## src/rtl/adc_scan_pkg.sv

```systemverilog
package adc_scan_pkg;
  typedef enum logic [1:0] {
    SQ_IDLE  = 2'd0,
    SQ_ISSUE = 2'd1,
    SQ_BUSY  = 2'd2
  } sq_state_t;
endpackage

```

## src/rtl/adc_scan_ctrl.sv

```systemverilog
module adc_scan_ctrl
  import adc_scan_pkg::*;
#(
  parameter int CH_W = 4
) (
  input  logic            clk,
  input  logic            rst_n,
  input  logic            scan_en,
  input  logic            cont_mode,
  input  logic [CH_W-1:0] ch_start,
  input  logic [CH_W-1:0] ch_end,
  input  logic            trig,
  input  logic            conv_done,
  input  logic            slot_full,
  output logic [CH_W-1:0] ch_sel,
  output logic            conv_start,
  output logic            sweep_done,
  output logic            capture
);

  sq_state_t       state_q, state_d;
  logic [CH_W-1:0] cur_q, cur_d;
  logic            sweep_d;
  logic            at_last;

  // last conversion of a pass: fixed-channel mode, or window end reached
  // (a reversed window also lands here after its first channel)
  assign at_last    = !scan_en || (cur_q >= ch_end);
  assign conv_start = (state_q == SQ_ISSUE) && !slot_full;
  assign capture    = (state_q == SQ_BUSY) && conv_done;
  assign ch_sel     = ((state_q == SQ_IDLE) || !scan_en) ? ch_start : cur_q;

  always_comb begin
    state_d = state_q;
    cur_d   = cur_q;
    sweep_d = 1'b0;
    unique case (state_q)
      SQ_IDLE: begin
        if (trig) begin
          state_d = SQ_ISSUE;
          cur_d   = ch_start;
        end
      end
      SQ_ISSUE: begin
        if (!slot_full) state_d = SQ_BUSY;
      end
      SQ_BUSY: begin
        if (conv_done) begin
          if (!at_last) begin
            cur_d   = cur_q + 1'b1;
            state_d = SQ_ISSUE;
          end else if (cont_mode) begin
            cur_d   = ch_start;
            state_d = SQ_ISSUE;
          end else begin
            state_d = SQ_IDLE;
            sweep_d = scan_en;
          end
        end
      end
      default: state_d = SQ_IDLE;
    endcase
  end

  always_ff @(posedge clk or negedge rst_n) begin
    if (!rst_n) begin
      state_q    <= SQ_IDLE;
      cur_q      <= '0;
      sweep_done <= 1'b0;
    end else begin
      state_q    <= state_d;
      cur_q      <= cur_d;
      sweep_done <= sweep_d;
    end
  end

  a_r2_start_single_cycle: assert property (@(posedge clk) disable iff (!rst_n)
    conv_start |=> !conv_start);

  a_r2_no_start_while_converting: assert property (@(posedge clk) disable iff (!rst_n)
    (state_q == SQ_BUSY && !conv_done) |=> !conv_start);

  a_r5_sweep_pulse: assert property (@(posedge clk) disable iff (!rst_n)
    sweep_done |=> !sweep_done);

  a_r7_no_sweep_unscanned: assert property (@(posedge clk) disable iff (!rst_n)
    !scan_en |=> !sweep_done);

  a_r3_hold_channel: assert property (@(posedge clk) disable iff (!rst_n)
    (state_q == SQ_BUSY && !conv_done && $stable(scan_en) && $stable(ch_start))
      |=> $stable(ch_sel));

endmodule

```

## src/rtl/adc_scan_slot.sv

```systemverilog
module adc_scan_slot #(
  parameter int DATA_W = 16
) (
  input  logic              clk,
  input  logic              rst_n,
  input  logic              load,
  input  logic [DATA_W-1:0] din,
  output logic              res_valid,
  input  logic              res_ready,
  output logic [DATA_W-1:0] res_data
);

  always_ff @(posedge clk or negedge rst_n) begin
    if (!rst_n) begin
      res_valid <= 1'b0;
      res_data  <= '0;
    end else if (load) begin
      res_valid <= 1'b1;
      res_data  <= din;
    end else if (res_valid && res_ready) begin
      res_valid <= 1'b0;
    end
  end

  a_r8_hold_until_taken: assert property (@(posedge clk) disable iff (!rst_n)
    (res_valid && !res_ready) |=> (res_valid && $stable(res_data)));

endmodule

```

## src/rtl/adc_scan_deci_gate.sv

```systemverilog
module adc_scan_deci_gate (
  input  logic scan_en,
  input  logic deci_req,
  output logic deci_active
);

  assign deci_active = deci_req & ~scan_en;

  always_comb begin
    a_r9_no_deci_in_scan: assert (!(deci_active && scan_en));
  end

endmodule

```

## src/rtl/adc_scan_seq.sv

```systemverilog
module adc_scan_seq #(
  parameter int CH_W   = 4,
  parameter int DATA_W = 16
) (
  input  logic              clk,
  input  logic              rst_n,
  input  logic              scan_en,
  input  logic              cont_mode,
  input  logic [CH_W-1:0]   ch_start,
  input  logic [CH_W-1:0]   ch_end,
  input  logic              trig,
  input  logic              deci_req,
  input  logic              conv_done,
  input  logic [DATA_W-1:0] conv_data,
  output logic [CH_W-1:0]   ch_sel,
  output logic              conv_start,
  output logic              sweep_done,
  output logic              deci_active,
  output logic              res_valid,
  input  logic              res_ready,
  output logic [DATA_W-1:0] res_data
);

  logic capture;

  adc_scan_ctrl #(.CH_W(CH_W)) u_ctrl (
    .clk        (clk),
    .rst_n      (rst_n),
    .scan_en    (scan_en),
    .cont_mode  (cont_mode),
    .ch_start   (ch_start),
    .ch_end     (ch_end),
    .trig       (trig),
    .conv_done  (conv_done),
    .slot_full  (res_valid),
    .ch_sel     (ch_sel),
    .conv_start (conv_start),
    .sweep_done (sweep_done),
    .capture    (capture)
  );

  adc_scan_slot #(.DATA_W(DATA_W)) u_slot (
    .clk       (clk),
    .rst_n     (rst_n),
    .load      (capture),
    .din       (conv_data),
    .res_valid (res_valid),
    .res_ready (res_ready),
    .res_data  (res_data)
  );

  adc_scan_deci_gate u_deci (
    .scan_en     (scan_en),
    .deci_req    (deci_req),
    .deci_active (deci_active)
  );

  a_r8_no_start_when_full: assert property (@(posedge clk) disable iff (!rst_n)
    res_valid |-> !conv_start);

endmodule

```

## config.mk

```make
export PLATFORM = sky130hd
export DESIGN_NAME = adc_scan_seq
export DESIGN_NICKNAME = d
export VERILOG_FILES = /design/src/rtl/adc_scan_pkg.sv /design/src/rtl/adc_scan_ctrl.sv /design/src/rtl/adc_scan_slot.sv /design/src/rtl/adc_scan_deci_gate.sv /design/src/rtl/adc_scan_seq.sv
export SDC_FILE = /design/constraint.sdc
export NUM_CORES = 1
export LEC_CHECK = 0
export ABC_AREA = 1
export BUFFER_PORTS_ARGS = -buffer_cell sky130_fd_sc_hd__buf_2
export CAP_MARGIN = 20
export CORE_UTILIZATION = 50
export DETAILED_ROUTE_END_ITERATION = 7
export PLACE_DENSITY = 0.95
export REMOVE_ABC_BUFFERS = 1
export SYNTH_ARGS = -nofsm -noshare
export SYNTH_HDL_FRONTEND = slang
export SYNTH_HIERARCHICAL = 1
export SYNTH_SLANG_ARGS = --single-unit
```

## constraint.sdc

```tcl
create_clock -name clk -period 3.3 [get_ports clk]
set_input_delay 0.66 -clock clk [delete_from_list [all_inputs] [get_ports clk]]
set_output_delay 0.66 -clock clk [all_outputs]
set_load 0.01 [all_outputs]
```

# Yosys cells after proc, flatten, opt, wreduce, memory -nomap -nowiden
# Cells that the tools add are included.
word_totals:
  out_inout_bits: 24
  input_bits: 32
  register_bits: 24
  wordCells: 45
classes:
  bitwise: 2
  mux: 18
  n_eq_ne: 6
  n_addsub: 1
  magnitude_cmp: 1
  reduce_logical: 12
op_table:
  columns: ["operator", "count"]
  rows:
  - ["4-bit two-way mux", 5]
  - ["2-bit two-way mux", 4]
  - ["4-bit one-hot mux with 2 select lines", 1]
  - ["1-bit two-way mux", 7]
  - ["2-bit inequality test, second input constant", 3]
  - ["2-bit one-hot mux with 3 select lines", 1]
  - ["4-bit by 1-bit adder with 4-bit output, second input constant", 1]
  - ["4-bit >= comparator", 1]
  - ["4-bit AND reduction", 1]
  - ["2-bit nonzero test", 2]
  - ["1-bit logical AND", 3]
  - ["3-bit inequality test, second input constant", 1]
  - ["3-bit AND reduction", 1]
  - ["2-bit by 1-bit == test with 1-bit output, second input constant", 1]
  - ["2-bit == test, second input constant", 1]
  - ["1-bit logical NOT", 2]
  - ["2-bit logical NOT", 1]
  - ["1-bit logical OR", 2]
  - ["1-bit bitwise AND", 1]
  - ["1-bit NOT", 1]

# Longest topological paths before layout
# Gate-level depths: netlist of the first run.
logic_depth:
  word_depth: 5
  depth_mapped: 13
  ltp_nobuf: 13

# By module
# The synthesis of the first run kept the hierarchy.
by_module_without_submodules:
  columns: ["mod", "cells_each", "instances", "seq_area_each_um2", "area_per_inst_um2"]
  rows:
  - ["adc_scan_slot", 72, 1, 425.4, 675.6]
  - ["adc_scan_ctrl", 80, 1, 175.2, 559.3]
  - ["adc_scan_deci_gate", 2, 1, 0.0, 10.0]

# Worst setup path after synthesis of the first run
# OpenSTA, ideal clock, no wires.
synth_timing:
  path_kind: "in2out"
  start: "input port scan_en"
  end: "output port ch_sel[1]"
  path_slack_ns: 1.404
  path_stages: 2
  arrival_ns: 1.236
  path_buffers: 0
  required_ns: 2.640
  path_cell_list: "o21ai_1 > mux2_2"
synth_via:
  elab_chain_cells: 3
synth_lines:
  columns: ["element", "line", "rtl"]
  rows:
  - ["start, declared", "adc_scan_seq.sv:7", "input logic scan_en,"]
  - ["1-bit logical NOT", "adc_scan_ctrl.sv:31", "assign ch_sel = ((state_q == SQ_IDLE) || !scan_en) ? ch_start : cur_q;"]
  - ["1-bit logical OR", "adc_scan_ctrl.sv:31", null]
  - ["4-bit two-way mux", "adc_scan_ctrl.sv:31", null]
  - ["end, declared", "adc_scan_seq.sv:15", "output logic [CH_W-1:0] ch_sel,"]
# No other way between the ends.

# Worst setup path in the final report of the first run
layout_timing:
  start: "register u_ctrl.state_q[0]"
  end: "output port ch_sel[3]"
layout_via:
  elab_chain_cells: 3
layout_lines:
  columns: ["element", "line", "rtl"]
  rows:
  - ["start, declared", "adc_scan_ctrl.sv:21", "sq_state_t state_q, state_d;"]
  - ["start signal, assigned", "adc_scan_ctrl.sv:71", "state_q <= state_d;"]
  - ["2-bit logical NOT", "adc_scan_ctrl.sv:31", null]
  - ["1-bit logical OR", "adc_scan_ctrl.sv:31", null]
  - ["4-bit two-way mux", "adc_scan_ctrl.sv:31", null]
# No other way between the ends.

==> results.py, run 1 <==
metrics = {
    "final_layout": {
        "layout_commonest_cell": "nand2_1",
        "layout.cells.most_common_list": "nand2_1, buf_2, dfrtp_1",
        "fin_util": 0.685,
        "final_cells": 239,
        "syn_to_final_growth_pct": 25.2,
        "n_antenna_cell": 0,
        "drive_above_1_share": 0.341,
        "regArea_um2": 601,
        "finalNetCount": 249,
        "multiInputGateArea_um2": 529,
        "fin_area_um2": 1560,
        "fillers": 193,
    },
    "grt": {
        "grt.overflow.total": 0,
        "met1_usage": 0.258,
        "met3_usage": 0.0205,
        "grt_pass1_wl_um": 4040,
        "grt_max_degree": 25,
        "grt-busiest-layer": "met2",
        "antenna_found_initial": 0,
        "track_usage": 0.200,
        "grt_use_met2": 0.353,
        "grt_pass1_vias": 1027,
    },
    "clocking": {
        "cts_buffers": 3,
        "cts_tree": "yes",
        "clock-sinks": 24,
        "htreeDepth": 1,
        "cts_buffer_depth": 2,
        "post_cts_buffers": 0,
        "cts_root_buf": "clkbuf_4",
        "clock_latency_ns": 0.30,
        "cts.hold.buffers_added": 0,
        "cts_resized": 0,
        "clkTransAtPathRegs_ns": 0.12,
    },
    "placed_design": {
        "dp_hpwl_um": 1840,
        "place_congestion": 0.769,
        "portBuffers": 55,
        "dp_cells": 235,
        "dpl_cell_area_um2": 1520,
    },
    "timing": {
        "fin_setup_tns_ns": 0,
        "worstMarginPinSlew_ns": 0.510,
        "clock.fmax_mhz": 430,
        "slew-limit-headroom": 0.660,
        "final-setup-viol-count": 0,
        "drv_slew": 0,
        "rsz0062_at_grt": "no",
        "clock-skew-final_ns": 0.00618,
        "hold_viol": 0,
        "period_minus_slack_ns": 2.32,
        "whs_ns": 0.308,
        "finalCritPeriodShare": 0.704,
    },
    "logic_synthesis": {
        "yosys.area.top_type": "dfrtp_1",
        "syn_avg_cell_area_um2": 8.08,
        "synth-seq-cells": 24,
        "synth_area_leaders": "dfrtp_1, nand2_1, ha_1",
        "synth_seq_area_share": 0.482,
        "synth.distinct_cells": 24,
        "synth_area_um2": 1240,
        "yosys.area.top_type_share": 0.482,
        "yosysWarnings": 6,
        "syn_inst": 154,
    },
    "setup_path": {
        "r2r_cells": 12,
        "ff2ff_setup_slack_ns": 1.65,
        "crit_path_end_kind": "primary output",
        "worst_setup_path_start_kind": "register",
        "worstSetupPathType": "reg -> out",
        "cp.arrival_ns": 1.66,
        "reg2reg_to": "u_ctrl/cur_q[1]",
        "required_ns": 2.64,
        "cp_max_fo": 6,
        "worstReg2RegStart": "u_ctrl/cur_q[0]",
    },
    "routing": {
        "routedWlPerCell_um": 9.84,
        "first_iter_violations": 14,
        "viasPerCell": 4.73,
        "ant_nets": 0,
        "drt-pass1-iter-count": 4,
        "drc": 0,
        "wirelength_um": 2350,
        "via_count": 1131,
    },
    "floorplan": {
        "core_um2": 2280,
        "io_pins": 56,
        "num_rows": 17,
        "initial_core_util": 0.547,
        "dieArea_um2": 2690,
        "die_y_um": 51.9,
        "die_w_um": 51.9,
    },
    "pwr": {
        "leakagePower_nw": 0.953,
        "power_per_cell_area_nw_per_um2": 803,
        "ir_worst_vdd_v": 0.000492,
    },
    "run_status": {
        "outcome": "finished, final reports clean",
    },
    "flow_run": {
        "maxCapViolCount": 0,
    },
    "min_path": {
        "holdCritPathClass": "in -> async",
    },
}
metrics by stage:
stage,setup WS (ns),power (W)
finish,0.977,0.00125
detailed placement,1.12,0.00112
global route,0.861,0.00138
floorplan,1.40,0.000896
CTS,0.953,0.00127
global placement,1.13,0.00109
sequential cells by signal, summed over array words and instances (netlist names):
signal             flops
u_slot/res_data       16
u_ctrl/cur_q           4
u_slot/res_valid       1
u_ctrl/sweep_done      1
u_ctrl/state_q         2
routing by layer:
| metal | wire [um] | up-vias |
|---|---|---|
| met5 | 0 | - |
| met1 | 1090 | 499 |
| met2 | 1120 | 45 |
| li1 | - | 585 |
| met3 | 139 | 2 |
| met4 | 5 | 0 |
critical path: stages, from the launching register on:
cell,delay (ns)
dfrtp_1,0.49
o21ai_1,0.37
mux2_2,0.38
buf_2,0.14
cell type report:
class	count	area share
clock buffers	4	0.0233
inverters	18	0.0482
multi-input cells	109	0.339
flip-flops and latches	24	0.385
well taps	28	0.0225
repair buffers	56	0.181
power breakdown:
group          internal [W]  switching, W  total, W
Clock             0.0000672     0.0000787  0.000146
Combinational      0.000241      0.000332  0.000573
Sequential         0.000424      0.000108  0.000533
Total              0.000732      0.000520   0.00125
synthesized netlist by cell type:
master,number
nor3_1,1
mux2_2,2
nand2_2,5
nand4_1,1
nor2_4,1
nand2_1,72
nor2_2,2
clkbuf_8,1
o31ai_1,1
nor2_1,3
o21ai_0,5
nand3_1,5
dfrtp_1,24
inv_2,1
ha_1,5
inv_1,16
xor2_1,1
a21oi_1,1
buf_6,1
inv_8,1
xnor2_1,1
buf_8,1
o21ai_1,2
and3_1,1
cell families after synthesis:
logic type | share of synthesized area
AOI/OAI and AO/OA | 0.0382
and+or+nand+nor | 0.305
buffers and inverters | 0.0925
muxes | 0.0181
DFF | 0.482
adders and majority gates | 0.0503
xor gates and xnor gates | 0.0141
worst max-delay path by stage:
stage / cells past startpoint / to / from
2_1_floorplan: 2 / ch_sel[1] / scan_en
3_3_place_gp: 4 / ch_sel[3] / scan_en
3_5_place_dp: 4 / ch_sel[1] / scan_en
4_1_cts: 3 / ch_sel[1] / u_ctrl/state_q[0]
5_1_grt: 3 / ch_sel[3] / u_ctrl/state_q[0]
6_report: 3 / ch_sel[3] / u_ctrl/state_q[0]
No activity file was read; power rests on OpenSTA's default activity.
==> run 2: changes to the inputs <==
--- a/config.mk
+++ b/config.mk
@@ -8,9 +8,9 @@
 export ABC_AREA = 1
 export BUFFER_PORTS_ARGS = -buffer_cell sky130_fd_sc_hd__buf_2
 export CAP_MARGIN = 20
-export CORE_UTILIZATION = 50
+export CORE_UTILIZATION = 46
 export DETAILED_ROUTE_END_ITERATION = 7
-export PLACE_DENSITY = 0.95
+export PLACE_DENSITY = 0.9
 export REMOVE_ABC_BUFFERS = 1
 export SYNTH_ARGS = -nofsm -noshare
 export SYNTH_HDL_FRONTEND = slang
==> constraint.sdc (replaced) <==
create_clock -name clk -period 2.4 [get_ports clk]
set_input_delay 0.48 -clock clk [delete_from_list [all_inputs] [get_ports clk]]
set_output_delay 0.48 -clock clk [all_outputs]
set_load 0.01 [all_outputs]
==> run 2 against run 1 <==
- die area increased by 8.4%
- cell area increased by 0.16%
- power increased by 37%
- sequential power increased by 36%
- non-clock buffer count unchanged
- first-iteration DRC count decreased by 7.1%
==> results.py, run 2 (synthesis results as in run 1) <==
metrics = {
    "floorplan": {
        "dieArea_um2": 2920,
        "die_y_um": 54.0,
        "initial_core_util": 0.494,
        "die_w_um": 54.0,
        "num_rows": 18,
        "core_um2": 2520,
        "io_pins": 56,
    },
    "flow_run": {
        "maxCapViolCount": 0,
    },
    "pwr": {
        "leakagePower_nw": 0.953,
        "power_per_cell_area_nw_per_um2": 1100,
        "ir_worst_vdd_v": 0.000712,
    },
    "setup_path": {
        "max_stage_delay_ns": 0.48,
        "cp_max_fo": 6,
        "critPathTopFamily": "flip-flops",
        "cpMaxStageDelayCell": "dfrtp_1",
        "required_ns": 1.92,
        "worst_setup_path_start_kind": "register",
        "cp.arrival_ns": 1.69,
        "worstReg2RegStart": "u_ctrl/cur_q[0]",
        "worstSetupPathType": "reg -> out",
        "crit_buf_inv": 1,
        "path_cells": "o21ai_1 -> mux2_2 -> buf_2",
        "crit_path_end_kind": "primary output",
        "crit_start": "u_ctrl/state_q[0]",
    },
    "final_layout": {
        "n_antenna_cell": 0,
        "final_cells": 241,
        "fillers": 248,
        "largest_register_ffs": 16,
        "layout_commonest_cell": "nand2_1",
        "syn_to_final_growth_pct": 25.4,
        "finalNetCount": 249,
        "top_regs": "u_slot/res_data (16), u_ctrl/cur_q (4), u_ctrl/state_q (2)",
        "drive_above_1_share": 0.341,
        "fin_util": 0.619,
        "top_register": "u_slot/res_data",
        "layout.cells.most_common_list": "nand2_1, buf_2, dfrtp_1",
    },
    "placed_design": {
        "place_congestion": 0.782,
        "dp_hpwl_um": 1810,
        "portBuffers": 55,
        "dp_cells": 237,
    },
    "clocking": {
        "post_cts_buffers": 0,
        "clock-sinks": 24,
        "cts_resized": 0,
        "clock_latency_ns": 0.30,
        "clkTransAtPathRegs_ns": 0.12,
        "cts_root_buf": "clkbuf_4",
        "cts_buffers": 3,
        "cts_buffer_depth": 2,
        "cts_tree": "yes",
        "htreeDepth": 1,
        "cts.hold.buffers_added": 0,
    },
    "timing": {
        "worstMarginPinSlew_ns": 0.506,
        "final-setup-viol-count": 0,
        "slew-limit-headroom": 0.662,
        "fin_setup_tns_ns": 0,
        "drv_slew": 0,
        "clock.fmax_mhz": 460,
        "finalCritPeriodShare": 0.905,
        "hold_viol": 0,
        "clock-skew-final_ns": 0.00451,
        "rsz0062_at_grt": "no",
        "period_minus_slack_ns": 2.17,
    },
    "routing": {
        "drc": 0,
        "first_iter_violations": 13,
        "drt-pass1-iter-count": 4,
        "via_count": 1105,
        "ant_nets": 0,
        "routedWlPerCell_um": 9.61,
        "viasPerCell": 4.59,
        "wirelength_um": 2320,
    },
    "grt": {
        "grt_pass1_wl_um": 3590,
        "track_usage": 0.169,
        "antenna_found_initial": 0,
        "grt_max_degree": 25,
        "grt_pass1_vias": 876,
        "grt.overflow.total": 0,
    },
    "min_path": {
        "holdCritPathClass": "in -> async",
    },
    "run_status": {
        "outcome": "finished, final reports clean",
    },
}
run 2: power breakdown:
group	internal (W)	switching (W)
Clock	0.0000925	0.000108
Combinational	0.000333	0.000454
Sequential	0.000583	0.000142
Total	0.00101	0.000704
run 2: through the flow:
step	worst slack, ns	area [um^2]	hold slack, ns	power, W
3_3_place_gp	0.562	1530	0.449	0.00150
3_5_place_dp	0.560	1530	0.453	0.00153
5_1_grt	0.0526	1560	0.141	0.00190
4_1_cts	0.198	1560	0.133	0.00174
2_1_floorplan	0.681	1200	0.184	0.00123
6_report	0.227	1560	0.126	0.00171
run 2: area by class of cell:
cell class              instances  area (um^2)  share of cell area
clock buffers                   4         36.3              0.0232
inverters                      18         75.1              0.0481
multi-input cells             109          529               0.339
flip-flops and latches         24          601               0.385
well taps                      30         37.5              0.0240
repair buffers                 56          283               0.181
run 2: layer usage:
layer	GRT usage	vias to the layer above	routed length, um
li1	-	585	-
met1	0.203	493	1050
met2	0.307	25	1160
met3	0.0339	2	89
met4	0.0385	0	19
met5	0	-	0
run 2: final timing paths:
path | cells past startpoint | slack, ns | end
max reg2reg | 12 | 0.75 | u_ctrl/cur_q[3]
min reg2reg | 2 | 0.48 | u_slot/res_data[15]
min | 1 | 0.13 | u_slot/res_data[1]
min in group clk | 3 | 0.37 | u_slot/res_data[10]
max | 3 | 0.23 | ch_sel[1]
max in group asynchronous | 1 | 1.93 | u_slot/res_data[5]
==> run 3: changes to the inputs <==
--- a/config.mk
+++ b/config.mk
@@ -8,9 +8,9 @@
 export ABC_AREA = 1
 export BUFFER_PORTS_ARGS = -buffer_cell sky130_fd_sc_hd__buf_2
 export CAP_MARGIN = 20
-export CORE_UTILIZATION = 46
+export CORE_UTILIZATION = 45
 export DETAILED_ROUTE_END_ITERATION = 7
-export PLACE_DENSITY = 0.9
+export PLACE_DENSITY = 0.89
 export REMOVE_ABC_BUFFERS = 1
 export SYNTH_ARGS = -nofsm -noshare
 export SYNTH_HDL_FRONTEND = slang
==> run 3 against run 2 <==
- global-route usage up 0.70 points
- sequential share of layout area up 0.34 points
- cell count down 0.41%
- cell area shrank 0.88%
- critical path type unchanged
- largest power group unchanged
- highest routed layer is now met3
==> results.py, run 3 (synthesis results as in run 1) <==
metrics = {
    "grt": {
        "grt_max_degree": 25,
        "grt.overflow.total": 0,
        "grt_pass1_wl_um": 3780,
        "antenna_found_initial": 0,
        "track_usage": 0.176,
        "grt_pass1_vias": 945,
    },
    "pwr": {
        "intPower_w": 0.000974,
        "netSwitchingFraction": 0.424,
        "ir_worst_vdd_v": 0.000679,
        "power_frac_clock": 0.100,
        "share_comb_of_total_power": 0.471,
        "leakagePower_nw": 0.946,
        "power_per_cell_area_nw_per_um2": 1090,
        "power_switching_w": 0.000717,
        "p_seq_frac": 0.429,
    },
    "timing": {
        "hold_viol": 0,
        "period_minus_slack_ns": 2.19,
        "drv_slew": 0,
        "rsz0062_at_grt": "no",
        "worstMarginPinSlew_ns": 0.507,
        "finalCritPeriodShare": 0.914,
        "slew-limit-headroom": 0.662,
        "fin_setup_tns_ns": 0,
        "final-setup-viol-count": 0,
        "clock-skew-final_ns": 0.000572,
        "clock.fmax_mhz": 456,
    },
    "final_layout": {
        "finalNetCount": 249,
        "largest_register_ffs": 16,
        "layout.cells.most_common_list": "nand2_1, buf_2, dfrtp_1",
        "final_cells": 240,
        "drive_above_1_share": 0.338,
        "top_register": "u_slot/res_data",
        "n_antenna_cell": 0,
        "syn_to_final_growth_pct": 24.3,
        "top_regs": "u_slot/res_data (16), u_ctrl/cur_q (4), u_ctrl/state_q (2)",
        "layout_commonest_cell": "nand2_1",
    },
    "clocking": {
        "clkTransAtPathRegs_ns": 0.12,
        "clock_latency_ns": 0.30,
        "clock-sinks": 24,
        "cts_resized": 0,
        "cts_tree": "yes",
        "cts_root_buf": "clkbuf_4",
        "cts_buffer_depth": 2,
        "post_cts_buffers": 0,
        "cts_buffers": 3,
        "cts.hold.buffers_added": 0,
        "htreeDepth": 1,
    },
    "flow_run": {
        "maxCapViolCount": 0,
    },
    "routing": {
        "drc": 0,
        "via_count": 1116,
        "viasPerCell": 4.65,
        "drt-pass1-iter-count": 4,
        "ant_nets": 0,
        "wirelength_um": 2490,
        "first_iter_violations": 26,
        "routedWlPerCell_um": 10.4,
    },
    "floorplan": {
        "core_um2": 2540,
        "io_pins": 56,
        "die_y_um": 54.6,
        "dieArea_um2": 2980,
        "die_w_um": 54.6,
        "initial_core_util": 0.489,
        "num_rows": 18,
    },
    "run_status": {
        "outcome": "finished, final reports clean",
    },
    "setup_path": {
        "worst_setup_path_start_kind": "register",
        "cp_max_fo": 6,
        "cp.arrival_ns": 1.71,
        "worstSetupPathType": "reg -> out",
        "r2r_cells": 11,
        "max_stage_delay_ns": 0.48,
        "cpMaxStageDelayCell": "dfrtp_1",
        "required_ns": 1.92,
        "crit_path_end_kind": "primary output",
        "path_cells": "o21ai_1 -> mux2_2 -> buf_2",
    },
    "placed_design": {
        "place_congestion": 0.726,
        "dp_cells": 237,
        "portBuffers": 55,
        "dp_hpwl_um": 1980,
    },
    "min_path": {
        "holdCritPathClass": "in -> async",
    },
}
==> run 3: area by class of cell <==
type                       count  area [um^2]
fill                         251          997
clock buffer                   3         22.5
timing repair buffer          56          283
tap                           30         37.5
inverter                      18         75.1
sequential                    24          601
multi-input combinational    109          529
==> run 3: metrics by stage <==
stage	util	worst slack [ns]	instance area [um^2]	total power, W	hold WS (ns)
floorplan	-	0.681	1200	0.00123	0.184
finish	0.608	0.207	1550	0.00169	0.123
global route	0.608	0.0451	1550	0.00186	0.148
global placement	0.599	0.549	1530	0.00150	0.448
CTS	0.608	0.182	1550	0.00172	0.133
detailed placement	0.599	0.543	1530	0.00155	0.453
==> run 3: path summary, 6_finish.rpt <==
check                                       to                 from  slack, ns
max                                  ch_sel[3]    u_ctrl/state_q[0]       0.21
min                         u_slot/res_data[4]                rst_n       0.12
max reg2reg                    u_ctrl/cur_q[0]      u_ctrl/cur_q[0]       0.73
min reg2reg                u_slot/res_data[14]  u_slot/res_data[14]       0.48
max in group asynchronous   u_slot/res_data[9]                rst_n       1.94
min in group clk            u_slot/res_data[2]         conv_data[2]       0.36
==> run 3: worst max-delay path: cells and delay by family (launching register included) <==
family                 cells  cell delay, ns
AO/OA/AOI/OAI              1            0.42
flip-flops                 1            0.48
multiplexers               1            0.38
buffers and inverters      1            0.13
==> run 3: layer usage <==
layer	GRT usage	vias up	routed length, um
li1	-	583	-
met1	0.211	498	1070
met2	0.319	35	1270
met3	0.0417	0	149
met4	0.0256	0	0
met5	0	-	0
==> run 3: power by group through the flow <==
stage,Clock (W),Combinational [W],Sequential [W]
finish,0.000169,0.000796,0.000727
global placement,0,0.000773,0.000727
floorplan,0,0.000453,0.000779
detailed placement,0,0.000809,0.000737
CTS,0.000177,0.000811,0.000728
global route,0.000194,0.000911,0.000760
